<file path="config.mk">
export PLATFORM = sky130hd
export DESIGN_NAME = mcast_hash_filter
export DESIGN_NICKNAME = d
export VERILOG_FILES = /design/src/rtl/mhf_pkg.sv /design/src/rtl/mhf_crc.sv /design/src/rtl/mhf_ctrl.sv /design/src/rtl/mhf_table.sv /design/src/rtl/mcast_hash_filter.sv
export SDC_FILE = /design/constraint.sdc
export NUM_CORES = 1
export LEC_CHECK = 0
export BUFFER_PORTS_ARGS = -buffer_cell sky130_fd_sc_hd__buf_2
export CAP_MARGIN = 20
export CELL_PAD_IN_SITES_DETAIL_PLACEMENT = 1
export CELL_PAD_IN_SITES_GLOBAL_PLACEMENT = 2
export CORE_ASPECT_RATIO = 0.5
export CORE_MARGIN = 2
export CORE_UTILIZATION = 43
export CTS_CLUSTER_SIZE = 12
export DETAILED_ROUTE_END_ITERATION = 6
export GPL_TIMING_DRIVEN = 0
export PLACE_DENSITY_LB_ADDON = 0.2
export SYNTH_ARGS = -nofsm -noshare
export SYNTH_HDL_FRONTEND = slang
export SYNTH_SLANG_ARGS = --single-unit
</file>
<file path="constraint.sdc">
create_clock -name clk_i -period 4.5 [get_ports clk_i]
set_clock_uncertainty 0.2 [all_clocks]
set_input_delay 0.225 -clock clk_i [delete_from_list [all_inputs] [get_ports clk_i]]
set_output_delay 0.225 -clock clk_i [all_outputs]
set_load 0.1 [all_outputs]
</file>
<file path="src/rtl/mhf_pkg.sv">
package mhf_pkg;

  typedef enum logic [1:0] {
    OP_LOOKUP = 2'b00,
    OP_SET    = 2'b01,
    OP_CLEAR  = 2'b10,
    OP_RSVD   = 2'b11
  } mhf_op_e;

  localparam logic [31:0] CRC_POLY = 32'h04C11DB7;

  // one byte, LSB first, MSB-first shift register
  function automatic logic [31:0] crc_step_byte(input logic [31:0] c, input logic [7:0] d);
    logic [31:0] r;
    logic        fb;
    r = c;
    for (int i = 0; i < 8; i++) begin
      fb = r[31] ^ d[i];
      r  = {r[30:0], 1'b0} ^ (fb ? CRC_POLY : 32'h0);
    end
    return r;
  endfunction

endpackage

</file>
<file path="src/rtl/mhf_crc.sv">
module mhf_crc #(
  parameter int OUT_W = 8
) (
  input  logic             clk_i,
  input  logic             rst_ni,
  input  logic             init_i,
  input  logic             en_i,
  input  logic [7:0]       byte_i,
  output logic [OUT_W-1:0] idx_o
);
  import mhf_pkg::*;

  logic [31:0] crc_q;

  always_ff @(posedge clk_i or negedge rst_ni) begin
    if (!rst_ni)     crc_q <= '1;
    else if (init_i) crc_q <= '1;
    else if (en_i)   crc_q <= crc_step_byte(crc_q, byte_i);
  end

  assign idx_o = crc_q[31 -: OUT_W];

endmodule

</file>
<file path="src/rtl/mhf_ctrl.sv">
module mhf_ctrl #(
  parameter int ADDR_BYTES = 6,
  localparam int MAC_W     = 8 * ADDR_BYTES,
  localparam int CNT_W     = (ADDR_BYTES > 1) ? $clog2(ADDR_BYTES) : 1
) (
  input  logic             clk_i,
  input  logic             rst_ni,
  input  logic             req_valid_i,
  input  mhf_pkg::mhf_op_e req_op_i,
  input  logic [MAC_W-1:0] req_mac_i,
  output logic             busy_o,
  output logic             done_o,
  output logic             crc_init_o,
  output logic             crc_en_o,
  output logic [7:0]       byte_o,
  output mhf_pkg::mhf_op_e op_o,
  output logic             group_o
);
  import mhf_pkg::*;

  typedef enum logic [1:0] {ST_IDLE, ST_HASH, ST_DONE} state_e;

  localparam logic [CNT_W-1:0] LAST = CNT_W'(ADDR_BYTES - 1);

  state_e           state_q;
  logic [CNT_W-1:0] cnt_q;
  logic [MAC_W-1:0] mac_q;
  mhf_op_e          op_q;
  logic             group_q;

  assign crc_init_o = (state_q == ST_IDLE) && req_valid_i;
  assign crc_en_o   = (state_q == ST_HASH);
  assign byte_o     = mac_q[MAC_W-1 -: 8];
  assign busy_o     = (state_q != ST_IDLE);
  assign done_o     = (state_q == ST_DONE);
  assign op_o       = op_q;
  assign group_o    = group_q;

  always_ff @(posedge clk_i or negedge rst_ni) begin
    if (!rst_ni) begin
      state_q <= ST_IDLE;
      cnt_q   <= '0;
      mac_q   <= '0;
      op_q    <= OP_LOOKUP;
      group_q <= 1'b0;
    end else begin
      unique case (state_q)
        ST_IDLE: if (req_valid_i) begin
          state_q <= ST_HASH;
          cnt_q   <= '0;
          mac_q   <= req_mac_i;
          op_q    <= req_op_i;
          group_q <= req_mac_i[MAC_W-8];
        end
        ST_HASH: begin
          mac_q <= mac_q << 8;
          cnt_q <= cnt_q + 1'b1;
          if (cnt_q == LAST) state_q <= ST_DONE;
        end
        default: state_q <= ST_IDLE;
      endcase
    end
  end

  assert_done_single_R8: assert property (@(posedge clk_i) disable iff (!rst_ni)
    done_o |=> !done_o);
  assert_done_after_last_R8: assert property (@(posedge clk_i) disable iff (!rst_ni)
    done_o |-> $past(crc_en_o && cnt_q == LAST));
  assert_busy_start_R8: assert property (@(posedge clk_i) disable iff (!rst_ni)
    $rose(busy_o) |-> $past(req_valid_i));
  assert_hold_when_busy_R9: assert property (@(posedge clk_i) disable iff (!rst_ni)
    crc_en_o |=> $stable(op_q) && $stable(group_q));

endmodule

</file>
<file path="src/rtl/mhf_table.sv">
module mhf_table #(
  parameter int NUM_REGS = 8,
  parameter int REG_W    = 32,
  localparam int SEL_W   = $clog2(NUM_REGS),
  localparam int BIT_W   = $clog2(REG_W),
  localparam int IDX_W   = SEL_W + BIT_W
) (
  input  logic             clk_i,
  input  logic             rst_ni,
  input  logic [SEL_W-1:0] host_addr_i,
  input  logic [REG_W-1:0] host_wdata_i,
  input  logic             host_we_i,
  output logic [REG_W-1:0] host_rdata_o,
  input  logic             upd_en_i,
  input  logic             upd_set_i,
  input  logic [IDX_W-1:0] idx_i,
  output logic             hit_o
);

  logic [REG_W-1:0]          regs_q [NUM_REGS];
  logic [NUM_REGS*REG_W-1:0] flat;
  logic [SEL_W-1:0]          sel;
  logic [BIT_W-1:0]          pos;
  logic [REG_W-1:0]          mask;

  assign sel  = idx_i[IDX_W-1 -: SEL_W];
  // MSB-first numbering within a register
  assign pos  = BIT_W'(REG_W - 1) - idx_i[BIT_W-1:0];
  assign mask = REG_W'(1) << pos;

  for (genvar g = 0; g < NUM_REGS; g++) begin : g_reg
    always_ff @(posedge clk_i or negedge rst_ni) begin
      if (!rst_ni)
        regs_q[g] <= '0;
      else if (host_we_i && host_addr_i == SEL_W'(g))
        regs_q[g] <= host_wdata_i;
      else if (upd_en_i && sel == SEL_W'(g))
        regs_q[g] <= upd_set_i ? (regs_q[g] | mask) : (regs_q[g] & ~mask);
    end
    assign flat[g*REG_W +: REG_W] = regs_q[g];

    assert_host_wins_R10: assert property (@(posedge clk_i) disable iff (!rst_ni)
      host_we_i && host_addr_i == SEL_W'(g) |=> regs_q[g] == $past(host_wdata_i));
  end

  assign host_rdata_o = regs_q[host_addr_i];
  assign hit_o        = regs_q[sel][pos];

  assert_one_bit_R7: assert property (@(posedge clk_i) disable iff (!rst_ni)
    upd_en_i && !host_we_i |=> $countones(flat ^ $past(flat)) <= 1);
  assert_table_hold_R7: assert property (@(posedge clk_i) disable iff (!rst_ni)
    !upd_en_i && !host_we_i |=> $stable(flat));

endmodule

</file>
<file path="src/rtl/mcast_hash_filter.sv">
module mcast_hash_filter #(
  parameter int ADDR_BYTES = 6,
  parameter int NUM_REGS   = 8,
  parameter int REG_W      = 32,
  localparam int MAC_W     = 8 * ADDR_BYTES,
  localparam int SEL_W     = $clog2(NUM_REGS),
  localparam int IDX_W     = SEL_W + $clog2(REG_W)
) (
  input  logic             clk_i,
  input  logic             rst_ni,
  input  logic             req_valid_i,
  input  logic [1:0]       req_op_i,
  input  logic [MAC_W-1:0] req_mac_i,
  output logic             busy_o,
  output logic             done_o,
  output logic             accept_o,
  input  logic [SEL_W-1:0] host_addr_i,
  input  logic [REG_W-1:0] host_wdata_i,
  input  logic             host_we_i,
  output logic [REG_W-1:0] host_rdata_o
);
  import mhf_pkg::*;

  logic             crc_init, crc_en, group, hit, is_upd;
  logic [7:0]       byte_cur;
  logic [IDX_W-1:0] idx;
  mhf_op_e          op;

  mhf_ctrl #(.ADDR_BYTES(ADDR_BYTES)) u_ctrl (
    .clk_i, .rst_ni, .req_valid_i,
    .req_op_i   (mhf_op_e'(req_op_i)),
    .req_mac_i,
    .busy_o, .done_o,
    .crc_init_o (crc_init),
    .crc_en_o   (crc_en),
    .byte_o     (byte_cur),
    .op_o       (op),
    .group_o    (group)
  );

  mhf_crc #(.OUT_W(IDX_W)) u_crc (
    .clk_i, .rst_ni,
    .init_i (crc_init),
    .en_i   (crc_en),
    .byte_i (byte_cur),
    .idx_o  (idx)
  );

  assign is_upd = (op == OP_SET) || (op == OP_CLEAR);

  mhf_table #(.NUM_REGS(NUM_REGS), .REG_W(REG_W)) u_table (
    .clk_i, .rst_ni,
    .host_addr_i, .host_wdata_i, .host_we_i, .host_rdata_o,
    .upd_en_i  (done_o && is_upd),
    .upd_set_i (op == OP_SET),
    .idx_i     (idx),
    .hit_o     (hit)
  );

  assign accept_o = done_o && !is_upd && group && hit;

  assert_accept_in_done_R11: assert property (@(posedge clk_i) disable iff (!rst_ni)
    accept_o |-> done_o && !is_upd);
  assert_accept_group_R6: assert property (@(posedge clk_i) disable iff (!rst_ni)
    accept_o |-> group);
  assert_done_busy_R8: assert property (@(posedge clk_i) disable iff (!rst_ni)
    done_o |-> busy_o);

endmodule

</file>
# Word-level counts from Yosys, hierarchy flattened
# Index checks and enable logic that the tools add are counted.
totals:
  regBits: 344
  output_inout_bits: 35
classes:
  add_sub_neg: 2
  order_cmp: 3
  n_eq_ne: 21
  n_shift: 1
  n_mux: 49
  bitwise: 35
  reduce_logical: 40
ops:
  columns: ["operator", "count"]
  rows:
  - ["32-bit 2-to-1 mux", 30]
  - ["32-bit bitwise AND", 8]
  - ["32-bit OR", 8]
  - ["32-bit XOR", 8]
  - ["27-bit 2-to-1 mux", 8]
  - ["32-bit binary-select mux with 3-bit select", 2]
  - ["48-bit one-hot mux with 2 select lines", 1]
  - ["48-bit 2-to-1 mux", 1]
  - ["32-bit inverter", 1]
  - ["1-bit by 5-bit << shifter with 32-bit output, first input constant", 1]
  - ["3-bit equality test, second input constant", 9]
  - ["2-bit nonzero test", 11]
  - ["1-bit logical AND", 21]
  - ["3-bit by 2-bit equality test with 1-bit output, second input constant", 4]
  - ["4-bit greater-or-equal comparator, second input constant", 2]
  - ["3-bit inverter with 4-bit output", 2]
  - ["1-bit XOR", 8]
  - ["3-bit by 1-bit equality test with 1-bit output, second input constant", 2]
  - ["3-bit zero test", 2]
  - ["5-bit by 6-bit less-than comparator with 1-bit output, second input constant", 1]
  - ["3-bit one-hot mux with 2 select lines", 1]
  - ["2-bit AND reduction", 3]
  - ["1-bit binary-select mux with 5-bit select", 1]
  - ["5-bit subtractor, first input constant", 1]
  - ["12 further kinds", 15]

# Logic depth before layout (Yosys ltp)
# Gate-level depths: netlist of the first run.
logic_depth:
  depth_word: 26
  mapped_depth: 11
  ltp_nobuf: 8

# Cells and area by module
# From an unflattened synthesis of the first run, not the netlist that was laid out.
hier_totals:
  cells_unflattened: 2228
  hier_area_um2: 21861.0
modules_own_cells:
  columns: ["module", "instances", "cells_per_inst", "area_per_inst_um2", "seq_area_each_um2"]
  rows:
  - ["mhf_table", 1, 1796, 17199.0, 6406.1]
  - ["mhf_ctrl", 1, 240, 2501.1, 1401.3]
  - ["mhf_crc", 1, 188, 2129.5, 840.8]
  - ["mcast_hash_filter", 1, 4, 31.3, 0.0]

# Least setup slack after synthesis of the first run
# Ideal clock, no wire load.
synth_path:
  path_type: "register -> output"
  from: "reg u_crc.crc_q[29]"
  to: "out accept_o"
  arrival_time_ns: 2.499
  slack_ns: 1.576
  stages_incl_launch_ff: 12
  path_buffers: 4
  path_cell_list: "dfstp_2 -> buf_6 -> buf_8 -> buf_6 -> buf_6 -> mux2i_1 -> a221oi_1 -> o21ai_1 -> o2111ai_1 -> o21ai_2 -> o21ai_1 -> o211a_1"
synth_via:
  elab_chain_len: 7
synth_lines:
  columns: ["item", "line_no", "source"]
  rows:
  - ["start: declaration", "mhf_crc.sv:13", "logic [31:0] crc_q;"]
  - ["start signal: assignment", "mhf_crc.sv:18", "else if (en_i) crc_q <= crc_step_byte(crc_q, byte_i);"]
  - ["3-bit inverter with 4-bit output (not written as such)", "mhf_table.sv:47", "assign hit_o = regs_q[sel][pos];"]
  - ["32-bit binary-select mux with 3-bit select", "mhf_table.sv:47", null]
  - ["32-bit 2-to-1 mux (not written as such) (2 in series)", "mhf_table.sv:47", null]
  - ["1-bit binary-select mux with 5-bit select", "mhf_table.sv:47", null]
  - ["1-bit 2-to-1 mux (not written as such)", "mhf_table.sv:47", null]
  - ["1-bit logical AND", "mcast_hash_filter.sv:60", "assign accept_o = done_o && !is_upd && group && hit;"]
  - ["end: declaration", "mcast_hash_filter.sv:16", "output logic accept_o,"]
# Every way passes these cells. The select of a mux whose other input is x is not followed.

# Worst setup path after layout of the first run
layout_path:
  from: "reg u_crc.crc_q[30]"
  to: "out accept_o"
# The elaborated chain is that of the path after synthesis.

==> metrics.txt, run 1 <==
number of antenna violations at the first check in global routing=2; final slew viol count=0; type of the worst min-delay path=input pin to async pin; leading cell types by total area after synthesis=dfrtp_1, mux2i_1, mux4_2; outcome=complete, but fails checks; Logic pwr share=0.557; kind of critical path=flip-flop to primary output; layout overhead on the synthesized area=16.2%; cell-by-cell trace of the critical path=buf_2 > buf_2 > nor2_1 > a22oi_1 > o211ai_1 > nand2_1 > nor4_1 > o21ai_0 > o211a_1 > buf_2; post-synthesis sequential element count=between 300 and 400; max frequency=roughly 220 MHz; slowest stage cell on the critical path=nor2_1; largest net degree at the start of global routing=80; Static Leak=roughly 11 nW; maximum capacitance violations=0; net switching share of the total power=0.464; instance count of the mapped netlist=between 2,000 and 2,500; Internal Pwr Total=9.66 mW; filler instances=approximately 5,700; Core Util, Final=0.504; post-CTS sizing=0; Clock Latency Late Sink=0.56 ns; DIE WIDTH=321 um; detailed-route vias per instance=just over 6; Max Fanout on Critical Path=10; cell type with the highest aggregate area in the netlist=dfrtp_1; count of distinct cell types in the synthesized netlist=53; Cell Pwr Density=roughly 720 nW/um^2; worst path buffer plus inverter count=3; fraction of the mapped netlist area in simple logic gates=0.150; routability congestion estimate=0.936; number of global-route vias before repair=between 20,000 and 25,000; number of synthesis warnings=0; fraction of synthesized cell area taken by the top area cell type=0.360; hold violation count in the final report=0; delay contributed by the slowest stage of the critical path=0.96 ns; Max H-tree Level=2; share of the clock period used by the worst path=1.01; violated checks=design-rule violations, negative setup slack; dominant delay contributor by cell family on the critical path=simple AND/OR/NAND/NOR gates; arrival time at the worst endpoint=~4 ns; Port Buffers=a little under 90; remaining number of nets flagged by the antenna check after routing=0; Detailed Route Iter0 Violations=1,964; io pins=124; Seq pwr share=0.269; measured slew at the worst slew-check pin=about 1.2 ns; library cell used as clock root buffer=clkbuf_16; TritonCTS clock tree=yes; clock network fraction of design power=0.173; RSZ-0062 raised after global routing=false; worst endpoint required time=4.07 ns; final setup violation count=1; cell with the most instances on the worst path=buf_2; placeable core region=50,000 sq um; category of the worst setup path launch point=flip-flop; post-synthesis compound-gate area fraction=0.0962; total congestion overflow after global routing=0; adder-cell share of the synthesized area=0.00173; clock transition at the registers of the reported paths=around 0.070 ns; synthesized-area fraction occupied by xor and xnor cells=0.0373; buffer depth of the longest clock path=3; Post-Synthesis Cell Area=around 22,000 sq um; total wire length after detailed routing=slightly above 90,000 um; num rows=58; initial cell density of the core=0.433; minimum clock period=around 4.5 ns; Seq/Total Area, Yosys=0.399; number of clock sinks=approximately 340; crit end category=primary output; Final #Nets=approximately 2,600; TritonRoute pass-1 iters=7; Routed wire per std cell=roughly 29 um; Post-Synthesis Mean Instance Area=9.48 sq um; y dimension of the die=163 um; GR Util All Layers=0.352; total via count after detailed routing=between 15,000 and 20,000; combinational family with the most area after synthesis=multiplexers; maximum ir drop on the vdd rail=approximately 800 uV; net switching power of the design=between 8 and 9 mW; worst slew margin relative to its limit=0.192; final worst-path setup slack=-0.0248 ns; Num CTS Buffers=37; sum of negative setup slack=-0.0248 ns; Die ar.=~52,000 sq um; DR DRC count=2; portion of netlist area occupied by mux cells=0.271; HPWL after detailed placement=62,500 um; Mapped Nets=approximately 2,400; share of layout cells above drive strength 1=0.155; first-pass GRT wire length=136,000 um
==> kinds of logic (layout without fill, tap and decap cells) <==
family	count (synthesis)	in the layout
other	0	1
XOR/XNOR	69	69
buffers and inverters	226	477
adder cells (fa/ha/maj)	3	3
AO/OA/AOI/OAI	380	380
flip-flops	344	344
AND/OR/NAND/NOR	821	821
multiplexers	441	441
==> cells in the final DEF, fill, tap and decap left out, drive strengths merged, types with 42 or more instances in the layout <==
cell type    instances
nand2              520
dfrtp              312
mux2i              296
clkbuf             226
nor2               218
a21oi              154
buf                154
o21ai              146
mux4               113
dlygate4sd3         84
xnor2               43
a31oi               42
==> worst reg2reg max path, delay by kind of cell, from the launching register on <==
family          cells  cell delay [ns]
compound gates      1             0.09
buf+inv             3             1.77
flops               1             0.52
mux                 1             0.21
simple gates        3             1.12
==> cell usage after synthesis (all sizes together) <==
cell and n:
nand2 520, dfrtp 312, mux2i 296, nor2 218, clkbuf 168, a21oi 154, o21ai 146, mux4 113
buf 52, xnor2 43, a31oi 42, dfstp 32, mux2 32, nor3 27, xor2 26, nand3 22
a22oi 14, o211ai 11, nand2b 7, inv 6, nor2b 6, nand4b 5, a221oi 3, and2 3
and3 3, ha 3, o2111ai 3, or3 3, nand4 2, nor3b 2, o221ai 2, o22ai 2
a22o 1, a2bb2oi 1, nand3b 1, nor4 1, o211a 1, or2 1
==> layout make-up <==
class | instances | area (sq um) | share of cell area
antenna | 1 | 2.50 | 0.0000994
clock inverter | 7 | 61.3 | 0.00243
multi-input combinational | 1714 | 12100 | 0.479
sequential | 344 | 8650 | 0.343
timing repair buffer | 186 | 1530 | 0.0609
inverter | 6 | 22.5 | 0.000894
buffer | 219 | 930 | 0.0369
clock buffer | 59 | 1090 | 0.0432
tap | 660 | 826 | 0.0328
==> through the flow <==
stage / power (mW) / std cells / instance area [sq um] / setup slack, ns / hold WS, ns
finish: 18.0 / 3196 / 25200 / -0.0248 / 0.00465
global route: 18.9 / 3196 / 25200 / 0.0171 / 0.0609
CTS: 17.9 / 3190 / 25100 / 0.130 / 0.0151
detailed placement: 14.7 / 3041 / 23100 / 0.541 / 0.0380
global placement: 14.4 / 3033 / 22900 / -4.50 / 0.217
floorplan: 11.8 / 2284 / 21700 / 1.58 / -0.271
==> routing by layer <==
| layer | global-route usage | vias up | routed length (um) | part of all wire |
|---|---|---|---|---|
| li1 | - | 8378 | - | - |
| met1 | 0.495 | 10300 | 40200 | 0.44 |
| met2 | 0.557 | 888 | 41500 | 0.45 |
| met3 | 0.0722 | 187 | 7440 | 0.081 |
| met4 | 0.0926 | 2 | 2620 | 0.028 |
| met5 | 0 | - | 11 | 0.00012 |
==> path summary, 6_finish.rpt <==
path / startpoint / endpoint / slack [ns] / cells after the start
max in group asynchronous: rst_ni / u_crc.crc_q[5]$_DFFE_PN1P_ / 2.46 / 5
min in group clk_i: host_addr_i[0] / flip-flop / 0.04 / 3
hold reg to reg: u_ctrl.group_o$_DFFE_PN0P_ / u_ctrl.group_o$_DFFE_PN0P_ / 0.27 / 2
setup reg to reg: u_crc.crc_q[31]$_DFFE_PN1P_ / flip-flop / 0.46 / 8
setup / recovery: u_crc.crc_q[30]$_DFFE_PN1P_ / accept_o / -0.02 / 10
hold / removal: rst_ni / async pin / 0.005 / 2
==> timing repair <==
action / 4_1_cts / 5_1_grt
endpoints found under the setup margin: 1 / 0
endpoints found under the hold margin: 435 / 0
hold buffers: 84 / 0
buffers inserted: 0 / 0
==> power groups by stage <==
stage / registers (mW) / logic, mW / clock network, mW
after floorplan: 4.62 / 7.16 / 0
after global placement: 4.83 / 9.59 / 0
after detailed placement: 4.88 / 9.82 / 0
after CTS: 4.84 / 9.91 / 3.14
after global routing: 4.96 / 10.7 / 3.26
final: 4.85 / 10.0 / 3.13
No activity file was read; power rests on OpenSTA's default activity.
==> inputs of run 2 (changes only) <==
--- a/config.mk
+++ b/config.mk
@@ -5,15 +5,15 @@
 export SDC_FILE = /design/constraint.sdc
 export NUM_CORES = 1
 export LEC_CHECK = 0
-export BUFFER_PORTS_ARGS = -buffer_cell sky130_fd_sc_hd__buf_2
 export CAP_MARGIN = 20
 export CELL_PAD_IN_SITES_DETAIL_PLACEMENT = 1
 export CELL_PAD_IN_SITES_GLOBAL_PLACEMENT = 2
 export CORE_ASPECT_RATIO = 0.5
 export CORE_MARGIN = 2
-export CORE_UTILIZATION = 43
+export CORE_UTILIZATION = 45
 export CTS_CLUSTER_SIZE = 12
 export DETAILED_ROUTE_END_ITERATION = 6
+export DONT_BUFFER_PORTS = 1
 export GPL_TIMING_DRIVEN = 0
 export PLACE_DENSITY_LB_ADDON = 0.2
 export SYNTH_ARGS = -nofsm -noshare
==> run 2 against run 1 <==
  * The run ends with negative hold slack, max-slew violations left
  * Setup slack improved by 0.10 ns
  * Final area decreased by 2.7%
  * First-iteration DRC count increased by 11%
  * Hold slack lost 0.84 ns
  * Cell count is 3.8% lower
  * Non-clock buffer count shrank 95
  * Die area decreased by 4.4%
  * Register-to-register slack got worse by 0.03 ns
  * Core utilization is 1.6 points higher
  * Global-route usage is 0.61 points higher
  * Sequential cell count is the same
==> metrics.txt, run 2 (synthesis gave the netlist of run 1 again) <==
library cell used as clock root buffer=clkbuf_16; clock network fraction of design power=0.170; DR DRC count=0; top layer used by detailed routing=met5; Register Area=8650 sq um; Die ar.=about 50,000 sq um; Num CTS Buffers=36; Max H-tree Level=2; share of layout cells above drive strength 1=0.121; minimum clock period=4.42 ns; Port Buffers=0; start point of the critical path=u_crc.crc_q[30]$_DFFE_PN1P_; type of the worst min-delay path=input pin to async pin; total congestion overflow after global routing=0; RSZ-0062 raised after global routing=false; net switching share of the total power=0.462; most common cell after layout, fill and taps aside=nand2_1; RR Startpoint=u_crc.crc_q[31]$_DFFE_PN1P_; Logic pwr share=0.556; num rows=56; total power=between 15 and 20 mW; y dimension of the die=around 160 um; io pins=~120; number of clock sinks=344; maximum capacitance violations=0; commonest non-fill, non-tap cells in the layout=nand2_1, dfrtp_1, mux2i_1; worst hold slack=-0.831 ns; cell-by-cell trace of the critical path=buf_2 > buf_2 > buf_2 > mux2i_1 > o2111ai_1 > o21ai_2 > o21ai_1 > o211a_2; DIE WIDTH=roughly 310 um; placeable core region=between 40,000 and 50,000 sq um; dominant delay contributor by cell family on the critical path=buffers and inverters; outcome=complete, but fails checks; routability congestion estimate=between 0.9 and 1; filler instances=5,318; TritonCTS clock tree=yes; total via count after detailed routing=between 15,000 and 20,000; number of global-route vias before repair=slightly above 20,000; Multi-input gate area=12,100 sq um; final setup violation count=0; Seq pwr share=0.274; length of routed wiring on met1=approximately 38,000 um; Final #Nets=roughly 2,500; layout overhead on the synthesized area=13.1%; largest net degree at the start of global routing=345; Detailed Route Iter0 Violations=2,173; sum of negative setup slack=0 ns; slowest stage cell on the critical path=o211a_2; Setup Buffers After CTS=0; HPWL after detailed placement=between 60,000 and 70,000 um; delay contributed by the slowest stage of the critical path=0.63 ns; final slew viol count=a little under 90; share of the clock period used by the worst path=0.983; hold violation count in the final report=roughly 340; buffer depth of the longest clock path=3; crit end category=primary output; initial cell density of the core=0.459; measured slew at the worst slew-check pin=approximately 1.6 ns; total wire length after detailed routing=89,800 um; Static Leak=~11 nW; net switching power of the design=8.18 mW; category of the worst setup path launch point=flip-flop; kind of critical path=flip-flop to primary output; worst slew margin relative to its limit=-0.0874; total of hold buffers inserted after clock tree synthesis=between 80 and 90; max frequency=roughly 230 MHz; GR Util All Layers=0.358; Routed wire per std cell=29.2 um; clock transition at the registers of the reported paths=roughly 0.06 ns; maximum ir drop on the vdd rail=a little under 900 uV; total met3 wirelength after detailed routing=8190 um; worst path buffer plus inverter count=3; Clock Latency Late Sink=around 0.56 ns; Internal Pwr Total=9.54 mW; Cell Pwr Density=slightly above 700 nW/um^2; worst endpoint required time=4.07 ns; remaining number of nets flagged by the antenna check after routing=0; first-pass GRT wire length=approximately 130,000 um; detailed-route vias per instance=6.30; arrival time at the worst endpoint=about 4.0 ns; Max Fanout on Critical Path=10; TritonRoute pass-1 iters=5; violated checks=negative hold slack, max-slew violations; Detail Route met2 WL=around 40,000 um; number of antenna violations at the first check in global routing=1; cell with the most instances on the worst path=buf_2
run 2: final cells by class:
| class | instances | area share |
|---|---|---|
| multi-input combinational | 1714 | 0.492 |
| timing repair buffer | 91 | 0.0383 |
| sequential | 344 | 0.353 |
| tap | 638 | 0.0326 |
| buffer | 219 | 0.0379 |
| clock buffer | 58 | 0.0439 |
| inverter | 6 | 0.000919 |
| clock inverter | 3 | 0.000919 |
| antenna | 2 | 0.000204 |
run 2: worst paths after layout:
path | endpoint | slack [ns] | cells past startpoint
setup reg to reg | flip-flop | 0.43 | 8
min in group clk_i | flip-flop | 0.03 | 3
hold / removal | u_ctrl.mac_q[12]$_DFFE_PN0P_ | -0.83 | 0
max in group asynchronous | async pin | 3.64 | 0
setup / recovery | accept_o | 0.08 | 8
hold reg to reg | u_ctrl.group_o$_DFFE_PN0P_ | 0.29 | 2
run 2: per-stage QoR:
| stage | setup WS (ns) | cells | area, sq um | utilization |
|---|---|---|---|---|
| after floorplan | 1.58 | 2284 | 21700 | - |
| after global placement | 0.311 | 2922 | 22500 | 0.476 |
| after detailed placement | 0.394 | 2926 | 22500 | 0.478 |
| after CTS | 0.228 | 3069 | 24400 | 0.518 |
| after global routing | 0.0737 | 3074 | 24500 | 0.520 |
| final | 0.0763 | 3075 | 24500 | 0.520 |
run 2: metal layers:
metal,vias to the layer above,global-route usage
met5,-,0
met4,2,0.116
met3,211,0.0869
met2,890,0.552
met1,10100,0.498
li1,8191,-
run 2: timing repair:
item,in CTS,in global routing
resized for setup,1,0
hold endpoints to repair,651,344
endpoints found under the setup margin,1,0
run 2: power groups by stage:
stage | Sequential (mW) | Clock [mW] | Combinational [mW]
after global routing | 4.95 | 3.15 | 10.5
after floorplan | 4.62 | 0 | 7.16
final | 4.85 | 3.02 | 9.85
after global placement | 4.82 | 0 | 9.41
after CTS | 4.83 | 3.04 | 9.70
after detailed placement | 4.88 | 0 | 9.61
==> inputs of run 3 (changes only) <==
--- a/config.mk
+++ b/config.mk
@@ -11,6 +11,7 @@
 export CORE_ASPECT_RATIO = 0.5
 export CORE_MARGIN = 2
 export CORE_UTILIZATION = 45
+export CTS_BUF_LIST = sky130_fd_sc_hd__clkbuf_16
 export CTS_CLUSTER_SIZE = 12
 export DETAILED_ROUTE_END_ITERATION = 6
 export DONT_BUFFER_PORTS = 1
==> run 3 against run 2 <==
  * The run ends with negative hold slack left
  * Critical endpoint unchanged
  * Sequential share of layout area grew 0.10 points
  * Sequential power is essentially flat
  * Setup slack lost 0.053 ns
  * Via count grew 0.74%
  * Critical path depth is the same
  * Die area is the same
  * Core utilization shrank 0.15 points
  * Non-clock buffer count is the same
  * Final area shrank 0.30%
==> metrics.txt, run 3 (synthesis gave the netlist of run 1 again) <==
TritonCTS clock tree=yes; maximum capacitance violations=0; initial cell density of the core=0.459; final slew viol count=0; Die ar.=roughly 50,000 sq um; Routed wire per std cell=~30 um; y dimension of the die=between 150 and 200 um; slowest stage cell on the critical path=o211a_2; dominant delay contributor by cell family on the critical path=buffers and inverters; TritonRoute pass-1 iters=6; arrival time at the worst endpoint=between 4 and 5 ns; number of global-route vias before repair=between 20,000 and 25,000; remaining number of nets flagged by the antenna check after routing=0; Setup Buffers After CTS=0; Cell Pwr Density=roughly 720 nW/um^2; total via count after detailed routing=between 15,000 and 20,000; Final #Nets=approximately 2,500; io pins=124; violated checks=negative hold slack; share of the clock period used by the worst path=0.995; RSZ-0062 raised after global routing=false; Static Leak=10.9 nW; library cell used as clock root buffer=clkbuf_16; clock transition at the registers of the reported paths=approximately 0.06 ns; total wire length after detailed routing=90,100 um; max frequency=223 MHz; placeable core region=47,200 sq um; commonest non-fill, non-tap cells in the layout=nand2_1, dfrtp_1, mux2i_1; DIE WIDTH=between 300 and 400 um; Max Fanout on Critical Path=10; worst slew margin relative to its limit=0.0672; detailed-route vias per instance=6.35; minimum clock period=4.48 ns; hold violation count in the final report=~340; HPWL after detailed placement=roughly 60,000 um; category of the worst setup path launch point=flip-flop; routability congestion estimate=between 0.9 and 1; cell area after placement=approximately 23,000 sq um; share of layout cells above drive strength 1=0.118; worst hold slack=-0.825 ns; sum of negative setup slack=0 ns; num rows=56; layout overhead on the synthesized area=12.8%; cell with the most instances on the worst path=buf_2; area of all placed cells without fillers=roughly 24,000 sq um; final setup violation count=0; Detailed Route Iter0 Violations=2,339; cell-by-cell trace of the critical path=buf_2 > buf_2 > buf_2 > mux2i_1 > o2111ai_1 > o21ai_2 > o21ai_1 > o211a_2; kind of critical path=flip-flop to primary output; type of the worst min-delay path=input pin to async pin; first-pass GRT wire length=around 130,000 um; crit end category=primary output; outcome=complete, but fails checks; number of clock sinks=approximately 340; largest net degree at the start of global routing=approximately 350; RR Startpoint=u_crc.crc_q[31]$_DFFE_PN1P_; total congestion overflow after global routing=0; Clock Latency Late Sink=around 0.55 ns; delay contributed by the slowest stage of the critical path=roughly 0.63 ns; Num CTS Buffers=36; Port Buffers=0; GR Util All Layers=0.358; most common cell after layout, fill and taps aside=nand2_1; number of cells traversed by the worst register-to-register path=8; DR DRC count=0; number of antenna violations at the first check in global routing=1; maximum ir drop on the vdd rail=865 uV; worst-case register-to-register setup slack=between 0.3 and 0.4 ns; worst path buffer plus inverter count=3; total of hold buffers inserted after clock tree synthesis=83; worst endpoint required time=between 4 and 5 ns; Max H-tree Level=2; measured slew at the worst slew-check pin=1.40 ns; buffer depth of the longest clock path=3
[run 3: final cells by class]
type                    count  area [sq um]
well taps                 638           798
fillers                  5325         22700
multi-input cells        1714         12100
diodes                      1          2.50
flip-flops and latches    344          8650
clock inverters            24           101
repair buffers             91           938
clock buffers              37           926
plain buffers             219           930
inverters                   6          22.5
[run 3: worst max path at each step]
stage	start	endpoint	slack [ns]	depth (start not counted)
after detailed placement	u_crc.crc_q[31]$_DFFE_PN1P_	accept_o	0.39	8
after global routing	u_crc.crc_q[24]$_DFFE_PN1P_	accept_o	0.08	8
after CTS	u_crc.crc_q[30]$_DFFE_PN1P_	accept_o	0.23	8
final	u_crc.crc_q[30]$_DFFE_PN1P_	accept_o	0.02	8
after floorplan	u_crc.crc_q[29]$_DFFE_PN1P_	accept_o	1.58	11
after global placement	u_crc.crc_q[30]$_DFFE_PN1P_	accept_o	0.31	8
[run 3: layer usage]
layer / routed length, um / share of wire / GRT usage
met1: 38100 / 0.42 / 0.500
met2: 40300 / 0.45 / 0.553
met3: 8590 / 0.095 / 0.0852
met4: 3120 / 0.035 / 0.111
met5: 0 / 0 / 0
[run 3: per-stage QoR]
step                total power [mW]  hold WS, ns  cells  utilization  setup WS [ns]
floorplan                       11.8       -0.271   2284            -           1.58
global placement                14.2       -0.260   2922        0.476          0.311
detailed placement              14.5       -0.265   2926        0.478          0.394
CTS                             17.4       -0.847   3069        0.517          0.233
global route                    18.4       -0.840   3074        0.518         0.0769
finish                          17.6       -0.825   3074        0.518         0.0238
[run 3: report_power, final]
group	internal [mW]	switching [mW]
logic	3.75	6.11
registers	4.15	0.699
clock network	1.48	1.38
[run 3: timing repair]
action                     CTS  global route
setup endpoints to repair    1             0
hold endpoints to repair   651           344
gates resized for setup      1             0
